===== src/rtl/sirq_pkg.sv =====
// Shared types and constants of the serialized interrupt host.
// Assumes: start width is carried in a 4-bit field.
package sirq_pkg;

    localparam int SLEN_W    = 4;
    localparam int START_MIN = 4;
    localparam int START_MAX = 8;

    typedef enum logic [2:0] {
        S_BOOT,      // first clock after reset
        S_START_LO,  // start frame, host pulling low
        S_START_HI,  // one clock of active high after start
        S_FRAME,     // interrupt/data frames
        S_STOP_LO,   // stop frame, host pulling low
        S_GAP,       // first released clock after stop
        S_IDLE       // quiet mode, waiting for any start
    } sirq_state_e;

endpackage


===== src/rtl/sirq_cfg_clamp.sv =====
// Clamps the requested frame count and start width to their legal ranges.
// Assumes: MIN_FRAMES <= MAX_FRAMES. Purely combinational.
module sirq_cfg_clamp
    import sirq_pkg::*;
#(
    parameter int MIN_FRAMES = 17,
    parameter int MAX_FRAMES = 32,
    parameter int CNT_W      = $clog2(MAX_FRAMES + 1)
) (
    input  logic [CNT_W-1:0]  frame_cnt_i,
    input  logic [SLEN_W-1:0] start_len_i,
    output logic [CNT_W-1:0]  nfr_o,
    output logic [SLEN_W-1:0] slen_o
);

    localparam logic [CNT_W-1:0]  NF_LO = CNT_W'(MIN_FRAMES);
    localparam logic [CNT_W-1:0]  NF_HI = CNT_W'(MAX_FRAMES);
    localparam logic [SLEN_W-1:0] SL_LO = SLEN_W'(START_MIN);
    localparam logic [SLEN_W-1:0] SL_HI = SLEN_W'(START_MAX);

    // Saturate the frame count into [MIN_FRAMES, MAX_FRAMES].
    always_comb begin
        if (frame_cnt_i < NF_LO)      nfr_o = NF_LO;
        else if (frame_cnt_i > NF_HI) nfr_o = NF_HI;
        else                          nfr_o = frame_cnt_i;
    end

    // Saturate the start width into [START_MIN, START_MAX].
    always_comb begin
        if (start_len_i < SL_LO)      slen_o = SL_LO;
        else if (start_len_i > SL_HI) slen_o = SL_HI;
        else                          slen_o = start_len_i;
    end

endmodule


===== src/rtl/sirq_seq.sv =====
// Cycle sequencer: start, frames, stop and the idle/restart policy.
// Assumes: clamped config inputs; line_i is the bus level sampled at the
// rising edge; outputs are decoded from registered state only.
module sirq_seq
    import sirq_pkg::*;
#(
    parameter int MAX_FRAMES = 32,
    parameter int CNT_W      = $clog2(MAX_FRAMES + 1),
    parameter int IDX_W      = $clog2(MAX_FRAMES)
) (
    input  logic              clk,
    input  logic              rst_n,
    input  logic              line_i,
    input  logic              mode_quiet_i,
    input  logic [CNT_W-1:0]  nfr_i,
    input  logic [SLEN_W-1:0] slen_i,
    output logic              drv_low_o,
    output logic              drv_high_o,
    output logic              smp_en_o,
    output logic [IDX_W-1:0]  smp_idx_o
);

    sirq_state_e       state;
    logic [SLEN_W-1:0] cnt;
    logic [1:0]        ph;
    logic [IDX_W-1:0]  idx;
    logic [CNT_W-1:0]  nfr_q;
    logic [SLEN_W-1:0] slen_q;
    logic              quiet_cur;
    logic              slave_st;
    logic              last_frame;

    assign last_frame = (CNT_W'(idx) + CNT_W'(1)) == nfr_q;

    // Main state machine: one transition per clock.
    always_ff @(posedge clk) begin
        if (!rst_n) begin
            state     <= S_BOOT;
            cnt       <= '0;
            ph        <= '0;
            idx       <= '0;
            nfr_q     <= nfr_i;
            slen_q    <= SLEN_W'(START_MIN);
            quiet_cur <= 1'b0;
            slave_st  <= 1'b0;
        end else begin
            case (state)
                S_BOOT: begin
                    state    <= S_START_LO;
                    cnt      <= slen_i - SLEN_W'(1);
                    nfr_q    <= nfr_i;
                    slen_q   <= slen_i;
                    slave_st <= 1'b0;
                end
                S_START_LO: begin
                    if (cnt == '0) state <= S_START_HI;
                    else           cnt   <= cnt - SLEN_W'(1);
                end
                S_START_HI: begin
                    state <= S_FRAME;
                    ph    <= '0;
                    idx   <= '0;
                end
                S_FRAME: begin
                    if (ph == 2'd2) begin
                        ph <= '0;
                        if (last_frame) begin
                            state     <= S_STOP_LO;
                            quiet_cur <= mode_quiet_i;
                            cnt       <= mode_quiet_i ? SLEN_W'(1) : SLEN_W'(2);
                        end else begin
                            idx <= idx + IDX_W'(1);
                        end
                    end else begin
                        ph <= ph + 2'd1;
                    end
                end
                S_STOP_LO: begin
                    if (cnt == '0) state <= S_GAP;
                    else           cnt   <= cnt - SLEN_W'(1);
                end
                S_GAP: begin
                    if (quiet_cur) begin
                        state <= S_IDLE;
                    end else begin
                        state    <= S_START_LO;
                        cnt      <= slen_i - SLEN_W'(1);
                        nfr_q    <= nfr_i;
                        slen_q   <= slen_i;
                        slave_st <= 1'b0;
                    end
                end
                S_IDLE: begin
                    if (!line_i) begin
                        state    <= S_START_LO;
                        cnt      <= slen_i - SLEN_W'(2);
                        nfr_q    <= nfr_i;
                        slen_q   <= slen_i;
                        slave_st <= 1'b1;
                    end else if (!mode_quiet_i) begin
                        state    <= S_START_LO;
                        cnt      <= slen_i - SLEN_W'(1);
                        nfr_q    <= nfr_i;
                        slen_q   <= slen_i;
                        slave_st <= 1'b0;
                    end
                end
                default: state <= S_BOOT;
            endcase
        end
    end

    // Output decode from the registered state.
    assign drv_low_o  = (state == S_START_LO) || (state == S_STOP_LO);
    assign drv_high_o = (state == S_START_HI);
    assign smp_en_o   = (state == S_FRAME) && (ph == 2'd0);
    assign smp_idx_o  = idx;

    // Observation counters used only by the assertions below.
    logic [2:0]        stop_run;
    logic [SLEN_W-1:0] start_run;
    logic [CNT_W-1:0]  frm_seen;

    // Count stop clocks, start clocks and sampled frames of the cycle.
    always_ff @(posedge clk) begin
        if (!rst_n) begin
            stop_run  <= '0;
            start_run <= '0;
            frm_seen  <= '0;
        end else begin
            if (state == S_STOP_LO)      stop_run <= stop_run + 3'd1;
            else if (state == S_FRAME)   stop_run <= '0;
            if (state == S_START_LO)     start_run <= start_run + SLEN_W'(1);
            else if (state == S_START_HI) start_run <= '0;
            if (state == S_START_HI)     frm_seen <= '0;
            else if (smp_en_o)           frm_seen <= frm_seen + CNT_W'(1);
        end
    end

    AST_START_WIDTH: assert property (@(posedge clk) disable iff (!rst_n)
        (state == S_START_HI) |-> (start_run + {{(SLEN_W-1){1'b0}}, slave_st}) == slen_q);
    AST_FRAME_COUNT: assert property (@(posedge clk) disable iff (!rst_n)
        (state == S_STOP_LO) && (stop_run == 3'd0) |-> frm_seen == nfr_q);
    AST_STOP_WIDTH: assert property (@(posedge clk) disable iff (!rst_n)
        (state == S_GAP) |-> stop_run == (quiet_cur ? 3'd2 : 3'd3));
    AST_CONT_RESTART: assert property (@(posedge clk) disable iff (!rst_n)
        (state == S_GAP) && !quiet_cur |=> drv_low_o);
    AST_IDLE_QUIET: assert property (@(posedge clk) disable iff (!rst_n)
        (state == S_IDLE) |-> quiet_cur && !drv_low_o);

endmodule


===== src/rtl/sirq_capture.sv =====
// Per-frame capture register: stores the line level of each sample clock.
// Assumes: at most one sample strobe per clock; bits not sampled hold.
module sirq_capture #(
    parameter int MAX_FRAMES = 32,
    parameter int IDX_W      = $clog2(MAX_FRAMES)
) (
    input  logic                  clk,
    input  logic                  rst_n,
    input  logic                  line_i,
    input  logic                  smp_en_i,
    input  logic [IDX_W-1:0]      smp_idx_i,
    output logic [MAX_FRAMES-1:0] vec_o
);

    for (genvar g = 0; g < MAX_FRAMES; g++) begin : g_bit
        logic bit_q;
        // Load this bit when its own frame is being sampled.
        always_ff @(posedge clk) begin
            if (!rst_n)                                      bit_q <= 1'b1;
            else if (smp_en_i && (smp_idx_i == IDX_W'(g)))   bit_q <= line_i;
        end
        assign vec_o[g] = bit_q;
    end

    AST_SAMPLE_STORED: assert property (@(posedge clk) disable iff (!rst_n)
        smp_en_i |=> vec_o[$past(smp_idx_i)] == $past(line_i));

endmodule


===== src/rtl/sirq_host.sv =====
// Host controller of the serialized interrupt bus: top level.
// Assumes: the pad turns pull_low_o/drive_high_o into line levels and
// returns the resolved level on sirq_line_i.
module sirq_host
    import sirq_pkg::*;
#(
    parameter  int MIN_FRAMES = 17,
    parameter  int MAX_FRAMES = 32,
    localparam int CNT_W      = $clog2(MAX_FRAMES + 1),
    localparam int IDX_W      = $clog2(MAX_FRAMES)
) (
    input  logic                  clk,
    input  logic                  rst_n,
    input  logic                  sirq_line_i,
    input  logic                  quiet_sel_i,
    input  logic [CNT_W-1:0]      frame_cnt_i,
    input  logic [3:0]            start_len_i,
    output logic                  pull_low_o,
    output logic                  drive_high_o,
    output logic [MAX_FRAMES-1:0] irq_vec_o
);

    logic [CNT_W-1:0]  nfr_c;
    logic [SLEN_W-1:0] slen_c;
    logic              smp_en;
    logic [IDX_W-1:0]  smp_idx;

    sirq_cfg_clamp #(
        .MIN_FRAMES (MIN_FRAMES),
        .MAX_FRAMES (MAX_FRAMES),
        .CNT_W      (CNT_W)
    ) u_clamp (
        .frame_cnt_i (frame_cnt_i),
        .start_len_i (start_len_i),
        .nfr_o       (nfr_c),
        .slen_o      (slen_c)
    );

    sirq_seq #(
        .MAX_FRAMES (MAX_FRAMES),
        .CNT_W      (CNT_W),
        .IDX_W      (IDX_W)
    ) u_seq (
        .clk          (clk),
        .rst_n        (rst_n),
        .line_i       (sirq_line_i),
        .mode_quiet_i (quiet_sel_i),
        .nfr_i        (nfr_c),
        .slen_i       (slen_c),
        .drv_low_o    (pull_low_o),
        .drv_high_o   (drive_high_o),
        .smp_en_o     (smp_en),
        .smp_idx_o    (smp_idx)
    );

    sirq_capture #(
        .MAX_FRAMES (MAX_FRAMES),
        .IDX_W      (IDX_W)
    ) u_cap (
        .clk       (clk),
        .rst_n     (rst_n),
        .line_i    (sirq_line_i),
        .smp_en_i  (smp_en),
        .smp_idx_i (smp_idx),
        .vec_o     (irq_vec_o)
    );

endmodule


===== config.mk =====
export PLATFORM = sky130hd
export DESIGN_NAME = sirq_host
export DESIGN_NICKNAME = d
export VERILOG_FILES = /design/src/rtl/sirq_pkg.sv /design/src/rtl/sirq_cfg_clamp.sv /design/src/rtl/sirq_seq.sv /design/src/rtl/sirq_capture.sv /design/src/rtl/sirq_host.sv
export SDC_FILE = /design/constraint.sdc
export NUM_CORES = 1
export LEC_CHECK = 0
export ABC_CLOCK_PERIOD_IN_PS = 2390
export BUFFER_PORTS_ARGS = -buffer_cell sky130_fd_sc_hd__buf_4
export CORE_MARGIN = 2
export CORE_UTILIZATION = 30
export DETAILED_ROUTE_END_ITERATION = 12
export SLEW_MARGIN = 25
export SYNTH_ARGS = -nofsm -noshare
export SYNTH_HDL_FRONTEND = slang
export SYNTH_SLANG_ARGS = --single-unit

===== constraint.sdc =====
create_clock -name clk -period 2.39 [get_ports clk]
set_clock_uncertainty 0.15 [all_clocks]
set_input_delay 0.717 -clock clk [delete_from_list [all_inputs] [get_ports clk]]
set_output_delay 0.717 -clock clk [all_outputs]
set_load 0.01 [all_outputs]

==> results.cfg <==
[timing]
fmaxAchievable_mhz = 430
min_period_ps = 2320
finalSetupViolations = 0
fin_crit_sh_pct = 97.2
hold_viol_final = 0
slew_viol_final = 0
rsz0062_at_grt = true
tightest_slew_ps = 718
finalWorstSetupSlack_ps = 67.0
slew_headroom_pct = 51.6

[detailed_routing]
drtAntennaViolNets = 0
drtPass1Iterations = 5
via_per_inst = 5.08
drc_errors = 0
drt-initial-drc-count = 206
routed_wl_um = 7330
wire_per_inst_um = 13.8
vias = 2690

[layout]
multi_input_area_mm2 = 0.00166
nets = 417
diodes = 0
regArea_mm2 = 0.00113
fillCellCount = 1067
utilization_pct = 36.1
drive_above_1_share_pct = 25.6
stdcell_area_mm2 = 0.00367
area_delta_synth_final_pct = 18.8
final_cell_count_no_fill = 530

[clock_tree]
cts.clk_slew.worst_paths_ps = 100
cts_buffers = 5
cts.sinks = 53
htree_levels = 2
clock-root-buffer = clkbuf_8
cts_tree = built
hold_buffers = 0
cts.path.max_buffers = 2
clk_latency_ps = 300

[yosys]
synth_ff_type = dfxtp_1
synth_cells = 363
ys.warnings.count = 0
synth_edf_count = 6
ys_ff_latch = 53
synth.area.top_cells = dfxtp_1, buf_4, nand2_1
synth_top_area_share_pct = 30.4
seq_area_frac_synth_pct = 36.2
yosys.area.top_type = dfxtp_1
synth_cell_types = 53
syn-cell-area_mm2 = 0.00309
avgSynthCellArea_um2 = 8.52
synth_nets = 387
synth-async-reset-ratio_pct = 0

[power]
cellLeakagePower_nw = 1.44
p_switching_w = 0.000942
cellPowerDensity_mw_per_mm2 = 707
p_sw_share_pct = 36.3
pwr-share-seq_pct = 42.5
p_int_w = 0.00165
vdd_drop_max_v = 0.000296
power_frac_comb_pct = 37.9
p_clk_share_pct = 19.6

[floorplanning]
io_pins = 48
dieWidth_um = 106
die_area_mm2 = 0.0111
fp-row-count = 37
core_mm2 = 0.0102
start_util_pct = 30.4
fp.dieH_um = 106

[grt]
grt_pass1_vias = 2566
grt_pass1_wl_um = 12400
grt_use_total_pct = 13.3
antenna_found_initial = 0
grt-ovfl-total = 0
grt_max_degree = 40

[critical_path]
crit_type = register to register
cp_slowest_cell = dfxtp_4
critical_path.max_fanout = 4
cp-end-kind = register
cp.arrival_ps = 2370
worst_setup_path_start_kind = register
cpMostUsedCell = ha_4
crit_chain = ha_4 > and3_4 > ha_4 > xnor2_4 > a2111oi_4 > nand4_1 > a21o_1 > mux2_2
critPathMaxStageDelay_ps = 370
required_ps = 2440

[placed_design]
post-place-cells = 519
portBuffers = 47
place_congestion = 0.836
placed_cell_area_mm2 = 0.00350
dp_hpwl_um = 5320
pre_cts_ws_ps = 11.8

[worst_hold_path]
hold_path.class = register to register

[run_status]
status = completed

[run]
max-cap-violations = 0
-- per-layer routing --
layer  vias to the layer above  track usage (%)  part of all wire (%)
met5                         -                0                     0
met4                         0             3.38                   1.3
met3                        11             2.84                   5.2
met2                        62             22.2                    48
met1                      1262             17.6                    45
li1                       1355                -                     -
-- layout make-up --
cell class	count	share of cell area, %
multi-input cells	244	45.1
clock buffers	6	1.98
flip-flops and latches	53	30.8
repair buffers	77	15.9
clock inverters	2	0.375
inverters	12	1.23
well taps	136	4.63
-- critical path, delay by kind of cell (launching register included) --
kind	cells	cell delay (ps)
and+or+nand+nor	2	340
xor gates and xnor gates	1	150
muxes	1	280
DFF	1	370
AOI/OAI and AO/OA	2	550
adders and majority gates	2	400
-- placed cells by master, fill, tap and decap left out, types with 2 or more instances in the layout --
master,synthesis,routed
a211oi_1,7,6
a21o_1,3,3
a21oi_1,9,8
a31oi_1,6,6
and2_1,6,6
and3b_1,2,2
buf_4,32,75
buf_6,2,2
clkbuf_8,0,5
dfxtp_1,47,44
dfxtp_4,0,2
edfxtp_1,6,6
ha_1,10,8
ha_4,0,2
inv_1,11,11
mux2i_1,6,6
nand2_1,51,51
nand2b_1,7,7
nand3_1,8,8
nand3b_1,3,3
nand4_1,8,8
nand4b_1,3,3
nor2_1,12,12
nor2b_1,4,4
nor3_1,7,7
nor3b_1,2,2
nor4_1,3,3
o211ai_1,22,22
o21ai_0,18,18
o221a_2,2,2
o221ai_1,2,2
o311ai_0,12,12
xnor2_1,8,7
xor2_1,3,3
-- worst paths after layout --
kind              slack, ps                  start                     to  depth (start not counted)
hold / removal          340  u_cap.g_bit[28].bit_q  u_cap.g_bit[28].bit_q                          2
setup / recovery         70     u_seq.smp_idx_o[1]           u_seq.cnt[2]                          8
setup reg to reg         70     u_seq.smp_idx_o[1]           u_seq.cnt[2]                          8
hold reg to reg         340  u_cap.g_bit[28].bit_q  u_cap.g_bit[28].bit_q                          2
-- metrics by stage --
stage                     setup TNS (ps)  total power (W)  hold slack, ps
final                                  0          0.00260             337
after global routing               -50.4          0.00277             369
after CTS                              0          0.00257             343
after detailed placement               0          0.00205             320
after global placement                 0          0.00203             316
after floorplan                        0          0.00176             293
-- Yosys cell counts (2+ instances only) --
library cell and instances:
buf_2 3, o311ai_0 12, nor3_1 7, edfxtp_1 6, nor2_1 12, nand4b_1 3, xnor2_1 8, o221a_2 2
nor2b_1 4, nor4_1 3, o221ai_1 2, nand3b_1 3, buf_1 2, ha_1 10, a21oi_1 9, and3_1 2
dfxtp_1 47, clkbuf_1 15, o21ai_0 18, nor3b_1 2, mux2i_1 6, a21o_1 3, a31oi_1 6, xor2_1 3
buf_6 2, nand2b_1 7, and2_1 6, o211ai_1 22, inv_1 11, nand2_1 51, nand4_1 8, nand3_1 8
a211oi_1 7, and3b_1 2, and4_1 2, buf_4 32
-- flip-flops by register name (all words and copies together) (netlist names) --
signal             flops
u_cap.g_bit.bit_q     32
u_seq.ph               2
u_seq.cnt              4
u_seq.state            3
u_seq.smp_idx_o        5
u_seq.nfr_q            6
u_seq.quiet_cur        1
-- power by group through the flow --
stage / clock [W] / combinational, W / sequential (W)
2_1_floorplan: 0 / 0.000695 / 0.00106
3_3_place_gp: 0 / 0.000922 / 0.00111
3_5_place_dp: 0 / 0.000940 / 0.00111
4_1_cts: 0.000527 / 0.000948 / 0.00109
5_1_grt: 0.000562 / 0.00109 / 0.00111
6_report: 0.000509 / 0.000983 / 0.00110
-- cells by family after synthesis --
kind of cell    after synthesis  share of synthesized area [%]
compound gates               91                           20.9
xor+xnor                     12                           3.64
fa+ha+maj                    10                           4.05
buf+inv                      66                           12.5
flops                        53                           36.2
mux                           7                           2.31
simple gates                124                           20.3
-- repair_timing --
action / in CTS / in global routing
gates resized for setup: 2 / 13
endpoints found under the setup margin: 4 / 8
buffers inserted: 0 / 3
pin swaps: 0 / 11
No activity file was read; power rests on OpenSTA's default activity.
